$ cat src/rtl/swd_pkg.sv
package swd_pkg;
  localparam int ACK_W = 3;
  localparam int REQ_BODY_W = 7;  // request bits after the start bit

  localparam logic [ACK_W-1:0] ACK_OK    = 3'b001;
  localparam logic [ACK_W-1:0] ACK_WAIT  = 3'b010;
  localparam logic [ACK_W-1:0] ACK_FAULT = 3'b100;

  typedef enum logic [2:0] {
    S_HUNT,
    S_REQ,
    S_TRN,
    S_ACK,
    S_WDATA,
    S_RDATA
  } link_state_t;

  typedef struct packed {
    logic       ap;
    logic       rd;
    logic [1:0] addr;
  } req_fields_t;
endpackage

$ cat src/rtl/swd_req_check.sv
module swd_req_check
  import swd_pkg::*;
(
  input  logic [REQ_BODY_W-1:0] body,   // [0]=port [1]=read [3:2]=addr [4]=par [5]=stop [6]=park
  output logic                  valid,
  output req_fields_t           fields
);
  logic par_ok;

  always_comb begin
    par_ok        = ((body[0] ^ body[1] ^ body[2] ^ body[3]) == body[4]);
    valid         = par_ok && !body[5] && body[6];
    fields.ap     = body[0];
    fields.rd     = body[1];
    fields.addr   = body[3:2];
  end
endmodule

$ cat src/rtl/swd_ack_select.sv
module swd_ack_select
  import swd_pkg::*;
(
  input  logic             busy,
  input  logic             fault,
  output logic [ACK_W-1:0] code
);
  always_comb begin
    if (fault)     code = ACK_FAULT;
    else if (busy) code = ACK_WAIT;
    else           code = ACK_OK;
  end
endmodule

$ cat src/rtl/swd_target_engine.sv
module swd_target_engine
  import swd_pkg::*;
#(
  parameter int DATA_W = 32
) (
  input  logic              clk,
  input  logic              rst,
  input  logic              swd_in,
  output logic              swd_out,
  output logic              swd_oe,
  output logic              req_ap,
  output logic              req_read,
  output logic [1:0]        req_addr,
  output logic [DATA_W-1:0] wr_data,
  output logic              req_strobe,
  input  logic [DATA_W-1:0] rd_data,
  input  logic              ack_wait,
  input  logic              ack_fault,
  output logic              sticky_err
);
  localparam int PH_W  = DATA_W + 1;
  localparam int CNT_W = $clog2(PH_W + 1);
  localparam logic [CNT_W-1:0] REQ_LAST  = CNT_W'(REQ_BODY_W - 1);
  localparam logic [CNT_W-1:0] WR_LAST   = CNT_W'(DATA_W);
  localparam logic [CNT_W-1:0] RD_END    = CNT_W'(PH_W);
  localparam logic [CNT_W-1:0] ACK_LOAD  = CNT_W'(2);
  localparam logic [CNT_W-1:0] ACK_END   = CNT_W'(ACK_W);

  link_state_t            state;
  logic [CNT_W-1:0]       cnt;
  logic [REQ_BODY_W-1:0]  req_sh;
  logic [PH_W-1:0]        dsh;
  logic [ACK_W-1:0]       ack_q;
  logic [REQ_BODY_W-1:0]  body_now;
  logic [PH_W-1:0]        wfull;
  logic                   body_ok;
  req_fields_t            body_f;
  logic [ACK_W-1:0]       ack_now;
  logic                   ack_is_ok;

  assign body_now  = {swd_in, req_sh[REQ_BODY_W-1:1]};
  assign wfull     = {swd_in, dsh[PH_W-1:1]};
  assign ack_is_ok = (ack_q == ACK_OK);

  swd_req_check u_check (
    .body   (body_now),
    .valid  (body_ok),
    .fields (body_f)
  );

  swd_ack_select u_ack (
    .busy  (ack_wait),
    .fault (ack_fault),
    .code  (ack_now)
  );

  always_ff @(posedge clk) begin
    if (rst) begin
      state      <= S_HUNT;
      cnt        <= '0;
      req_sh     <= '0;
      dsh        <= '0;
      ack_q      <= ACK_OK;
      swd_out    <= 1'b0;
      swd_oe     <= 1'b0;
      req_ap     <= 1'b0;
      req_read   <= 1'b0;
      req_addr   <= '0;
      wr_data    <= '0;
      req_strobe <= 1'b0;
      sticky_err <= 1'b0;
    end else begin
      req_strobe <= 1'b0;
      unique case (state)
        S_HUNT: begin
          if (swd_in) begin
            state <= S_REQ;
            cnt   <= '0;
          end
        end
        S_REQ: begin
          req_sh <= body_now;
          cnt    <= cnt + 1'b1;
          if (cnt == REQ_LAST) begin
            if (body_ok) begin
              req_ap   <= body_f.ap;
              req_read <= body_f.rd;
              req_addr <= body_f.addr;
              ack_q    <= ack_now;
              state    <= S_TRN;
              if (body_f.rd && ack_now == ACK_OK) req_strobe <= 1'b1;
            end else begin
              state <= S_HUNT;
            end
          end
        end
        S_TRN: begin
          swd_oe  <= 1'b1;
          swd_out <= ack_q[0];
          cnt     <= CNT_W'(1);
          state   <= S_ACK;
        end
        S_ACK: begin
          if (cnt != ACK_END) begin
            swd_out <= ack_q[cnt[1:0]];
            cnt     <= cnt + 1'b1;
            if (cnt == ACK_LOAD && ack_is_ok && req_read)
              dsh <= {^rd_data, rd_data};
          end else if (ack_is_ok && req_read) begin
            swd_out <= dsh[0];
            cnt     <= CNT_W'(1);
            state   <= S_RDATA;
          end else begin
            swd_oe  <= 1'b0;
            swd_out <= 1'b0;
            cnt     <= '0;
            state   <= (ack_is_ok) ? S_WDATA : S_HUNT;
          end
        end
        S_RDATA: begin
          if (cnt == RD_END) begin
            swd_oe  <= 1'b0;
            swd_out <= 1'b0;
            state   <= S_HUNT;
          end else begin
            swd_out <= dsh[cnt];
            cnt     <= cnt + 1'b1;
          end
        end
        S_WDATA: begin
          dsh <= wfull;
          cnt <= cnt + 1'b1;
          if (cnt == WR_LAST) begin
            if (^wfull == 1'b0) begin
              wr_data    <= wfull[DATA_W-1:0];
              req_strobe <= 1'b1;
            end else begin
              sticky_err <= 1'b1;
            end
            state <= S_HUNT;
          end
        end
        default: state <= S_HUNT;
      endcase
    end
  end

  // the target never drives while hunting, collecting a request, or turning around
  a_r2_quiet_in_request: assert property (@(posedge clk) disable iff (rst)
    (state == S_HUNT || state == S_REQ || state == S_TRN) |-> !swd_oe);

  // the driver switches on only right after the turnaround cycle
  a_r3_drive_after_trn: assert property (@(posedge clk) disable iff (rst)
    $rose(swd_oe) |-> $past(state) == S_TRN);

  // the answered code is one of the three one-hot values
  a_r3_ack_onehot: assert property (@(posedge clk) disable iff (rst)
    (state == S_ACK) |-> $countones(ack_q) == 1);

  // the access strobe is a single-cycle pulse
  a_r4_strobe_pulse: assert property (@(posedge clk) disable iff (rst)
    req_strobe |=> !req_strobe);

  // the data parity error flag stays set until reset
  a_r7_sticky_holds: assert property (@(posedge clk) disable iff (rst)
    sticky_err |=> sticky_err);

  // no strobe is raised after a non-OK answer
  a_r9_no_strobe_on_reject: assert property (@(posedge clk) disable iff (rst)
    (state == S_ACK && !ack_is_ok) |-> !req_strobe);
endmodule

$ cat config.mk
export PLATFORM = sky130hd
export DESIGN_NAME = swd_target_engine
export DESIGN_NICKNAME = d
export VERILOG_FILES = /design/src/rtl/swd_pkg.sv /design/src/rtl/swd_req_check.sv /design/src/rtl/swd_ack_select.sv /design/src/rtl/swd_target_engine.sv
export SDC_FILE = /design/constraint.sdc
export NUM_CORES = 1
export LEC_CHECK = 0
export BUFFER_PORTS_ARGS = -buffer_cell sky130_fd_sc_hd__buf_2
export CAP_MARGIN = 5
export CORE_MARGIN = 2
export CORE_UTILIZATION = 61
export CTS_CLUSTER_DIAMETER = 40
export DETAILED_ROUTE_END_ITERATION = 8
export PLACE_DENSITY = 0.85
export SLEW_MARGIN = 20
export SYNTH_ARGS = -nofsm -noshare
export SYNTH_HDL_FRONTEND = slang
export SYNTH_SLANG_ARGS = --single-unit
export TNS_END_PERCENT = 100
$ cat constraint.sdc
create_clock -name clk -period 7.19 [get_ports clk]
set_clock_uncertainty 0.05 [all_clocks]
set_input_delay 1.0785 -clock clk [delete_from_list [all_inputs] [get_ports clk]]
set_output_delay 1.0785 -clock clk [all_outputs]
set_load 0.01 [all_outputs]
Word level (Yosys, flattened, before mapping). Index checks and enable logic that the tools add are counted.

$lt $le $gt $ge: 2. Add/subtract/negate cells: 1. Muxes and demuxes: 37. Eq/ne operators: 22. Reductions and logical operators: 21. Bitwise gates (word level): 4.

Operator list (count): 2-to-1 mux 33 bit (2); case mux 33 bit (2 select lines) (1); parity 33 bit (1); parity 32 bit (1); case mux 6 bit (5 select lines) (1); 2-to-1 mux 3 bit (8); 2-to-1 mux 6 bit (3); != test 2 bit (second input constant) (9); case mux 3 bit (6 select lines) (1); AND reduction 3 bit (5); 2-to-1 mux 1 bit (14); equality test 6 bit (second input constant) (2); equality test 3 x 1 -> 1 bit (second input constant) (3); less-than comparator 6 x 7 -> 1 bit (second input constant) (1); adder 6 x 1 -> 6 bit (second input constant) (1); binary-select mux 1 bit (select 6 bit) (1); equality test 3 x 2 -> 1 bit (second input constant) (2); equality test 3 bit (second input constant) (2); equality test 6 x 2 -> 1 bit (second input constant) (1); equality test 6 x 3 -> 1 bit (second input constant) (1); logical AND 1 bit (6); != test 6 x 2 -> 1 bit (second input constant) (1); case mux 1 bit (3 select lines) (2); AND reduction 5 bit (1); other kinds (14) (17).

Output and inout port bits: 40. Register bits after elaboration: 92. Word-level logic and storage cells: 100.

Depth between registers and ports, before layout.
Word-level depth: 9. Mapped depth: 10.

By module. From an unflattened synthesis, not the netlist that was laid out.

Cells, all modules: 544. Area, all modules: 5058.6 um^2.

By module, submodules not included: swd_target_engine (cells each 533, times used 1, seq. area each 1821.7 um^2, area an instance 4948.5 um^2); swd_req_check (cells each 8, times used 1, seq. area each 0.0 um^2, area an instance 90.1 um^2); swd_ack_select (cells each 3, times used 1, seq. area each 0.0 um^2, area an instance 20.0 um^2).

Worst setup path after synthesis. Ideal clock, no wire load.

Path type: input -> register. Start: in swd_in. End: reg wr_data[14]. Cell stages on the path: 8. Arrival time: 2.767 ns. Data required time: 7.012 ns. Library setup time: 0.128 ns. Slack: 4.245 ns. Buffers on the path: 1. Cells stage by stage: xnor2_1 xnor2_1 xnor2_1 xnor3_2 mux2i_4 buf_12 mux2i_1 nor2_1.

Word-level cells in the longest chain between the ends: 3.

Ends and longest elaborated chain: from (decl) (RTL line swd_target_engine.sv:8) `input logic swd_in,`; parity 33 bit (RTL line swd_target_engine.sv:134) `if (^wfull == 1'b0) begin`; NOT 1 bit (no source line); AND reduction 3 bit (no source line); to (signal assigned) (RTL line swd_target_engine.sv:135) `wr_data <= wfull[DATA_W-1:0];`; to (decl) (RTL line swd_target_engine.sv:14) `output logic [DATA_W-1:0] wr_data,`.

Every way passes these cells. A chain may end at the register's enable or synchronous reset.

Final worst setup path.
Start: in swd_in. End: reg wr_data[7].

The elaborated chain is that of the path after synthesis.

==> impl_metrics.toml <==
[status]
status = "completed"

[pwr]
leakage_nw = 2.17
seq_power_share_pct = 54.3
sw_frac_of_total_pct = 27.1
p_sw_uw = 257
peakVddDrop_uv = 96.9
p_int_uw = 693
power.density_nw_per_um2 = 177
comb_power_share_pct = 13.0
clock_power_share_pct = 32.7

[placement]
dpl_worst_slack_ns = 3.79
place_congestion = 0.964
postPlaceCellArea_um2 = 5200
dp_hpwl_um = 7730
io_buffers = 76

[layout]
final_cell_mix = "dfxtp_1, nor2_1, mux2i_1, buf_2, xnor2_1"
stdcell_area_um2 = 5380
fin_util_pct = 69.9
nets = 600
mostFrequentLayoutCell = "dfxtp_1"
syn2layout_area_growth_pct = 11.4
layout-drive-gt1-share_pct = 20.2
diodes = 0
fillers = 609

[synth]
synthFlopType = "dfxtp_1"
netlist_area_um2 = 4830
synth_warnings = 0
synth_fp_nets = 541
syn-instance-count = 500
synth_cell_type_count = 49
synth_edf_count = 0
seq_area_frac_synth_pct = 37.7
synth-seq-cells = 91
async_reset_ff_share_pct = 0
avgSynthCellArea_um2 = 9.65

[floorplanning]
ios = 77
die_w_um = 93.0
chipHeight_um = 93.0
die_area_um2 = 8640
core_area_um2 = 7690
start_util_pct = 62.8
rows = 32

[sta]
whs_ns = 0.424
fin_ws_ns = 4.16
setup_tns_ns = 0
tightest_slew_ns = 0.972
hold_violations = 0
slew_headroom_pct = 34.3
clock.fmax_mhz = 330
drv_slew = 0
setup_violations = 0
finalCritPeriodShare_pct = 42.1
rsz0062_at_grt = "no"
period_needed_ns = 3.03

[setup_path]
path_common_cell = "xnor2_1"
worst_setup_path_end_kind = "flop"
regToRegStartpoint = "cnt[2]$_SDFFE_PP0P_"
critical_path.startpoint_type = "primary input"
required_ns = 7.36
reg2reg_slack_ns = 4.31
crit_buf_inv = 2
startpoint = "swd_in"
r2r-end = "wr_data[7]$_SDFFE_PP0P_"
critPathSlowestCell = "buf_4"
crit_chain = "buf_2 > xnor2_1 > xnor2_1 > xnor2_1 > xnor3_2 > mux2i_4 > buf_4 > mux2i_1 > nor2_1"
slowest_delay_ns = 0.50
worstSetupPathType = "primary input to flop"
crit_fanout = 34
ff2ff_path_depth = 7
path_delay_family = "XOR/XNOR gates"
arrival_ns = 3.20

[global_routing]
grt_max_degree = 85
track_usage_pct = 26.9
overflow = 0
grt_pass1_wl_um = 18500
antenna_found_initial = 0
grt_pass1_vias = 3762

[worst_hold_path]
min_to = "sticky_err$_SDFFE_PP0P_"
worstHoldPathType = "flop to flop"
min_from = "sticky_err$_SDFFE_PP0P_"
hold_depth = 1

[clock_tree]
cts_tree = "yes"
postCtsSetupRepairBufs = 0
hold_buffers = 0
clock-sinks = 91
cts-root-buf = "clkbuf_8"
numCtsBuffers = 9
cts_max_level = 3
clk_pin_slew_worst_paths_ns = 0.09
insertion_delay_ns = 0.36
cts_resized = 0
cts_max_path_buffers = 2

[detailed_routing]
vias = 3862
ant_nets = 0
drt_iter0_markers = 233
routedWlPerCell_um = 16.5
avgViaCountPerCell = 5.80
drc = 0
drtPass1Iterations = 5
wirelength_um = 11000

[flow_run]
drv_cap = 0
worst max path at each step:
stage / end / cells past startpoint
after global placement: wr_data[21]$_SDFFE_PP0P_ / 9
after detailed placement: wr_data[7]$_SDFFE_PP0P_ / 9
final: wr_data[7]$_SDFFE_PP0P_ / 9
after CTS: wr_data[7]$_SDFFE_PP0P_ / 9
after floorplan: wr_data[14]$_SDFFE_PP0P_ / 8
after global routing: wr_data[10]$_SDFFE_PP0P_ / 9
layout make-up:
cell class                 count  area [um^2]  share of cell area, %
clock inverter                 5         40.0                  0.745
clock buffer                  11          131                   2.44
sequential                    91         1820                   33.9
tap                          102          128                   2.37
timing repair buffer          81          418                   7.77
inverter                       7         26.3                  0.489
multi-input combinational    369         2810                   52.3
metal layers:
layer | global-route usage [%] | vias to the layer above | part of all wire (%)
met2 | 45.9 | 134 | 50
li1 | - | 1865 | -
met5 | 0 | - | 0
met4 | 9.19 | 0 | 1.7
met1 | 34.9 | 1845 | 43
met3 | 3.82 | 18 | 5.1
registers in the layout, summed over array words and instances, names as in the netlist, 2 cells and up:
name      cells
wr_data      32
req_sh        6
dsh          33
ack_q         3
req_addr      2
cnt           6
state         3
power groups by stage:
stage | logic, mW | clock network [mW] | registers, mW
5_1_grt | 0.134 | 0.336 | 0.517
2_1_floorplan | 0.0937 | 0 | 0.522
6_report | 0.123 | 0.311 | 0.516
3_3_place_gp | 0.120 | 0 | 0.527
3_5_place_dp | 0.122 | 0 | 0.527
4_1_cts | 0.123 | 0.313 | 0.515
logic make-up (layout without fill, tap and decap cells):
logic type,after synthesis,in the layout,share of synthesized area [%]
buf+inv,40,104,4.43
flops,91,91,37.7
compound gates,66,66,9.20
xor+xnor,69,69,13.3
simple gates,140,140,12.9
fa+ha+maj,4,4,1.04
mux,90,90,21.4
through the flow:
step	total power [mW]	std cells
3_3_place_gp	0.647	650
2_1_floorplan	0.616	500
4_1_cts	0.951	666
6_report	0.950	666
5_1_grt	0.987	666
3_5_place_dp	0.649	650
cells in the mapped netlist, types with 3 or more instances:
master    count  area share, %
dfxtp_1      91             38
nor2_1       89            6.9
mux2i_1      79             16
xnor2_1      55             10
a211oi_1     33            5.1
clkbuf_1     22            1.7
a21oi_1      15            1.6
nand2_1      12           0.93
xor2_1       11            2.0
nand3_1      10            1.0
mux4_2        8            3.7
inv_1         7           0.54
o21ai_0       6           0.62
nor3_1        5           0.52
a31oi_1       4           0.52
buf_1         4           0.31
ha_1          4            1.0
nand2b_1      3           0.39
nand4_1       3           0.39
No activity file was read; power rests on OpenSTA's default activity.
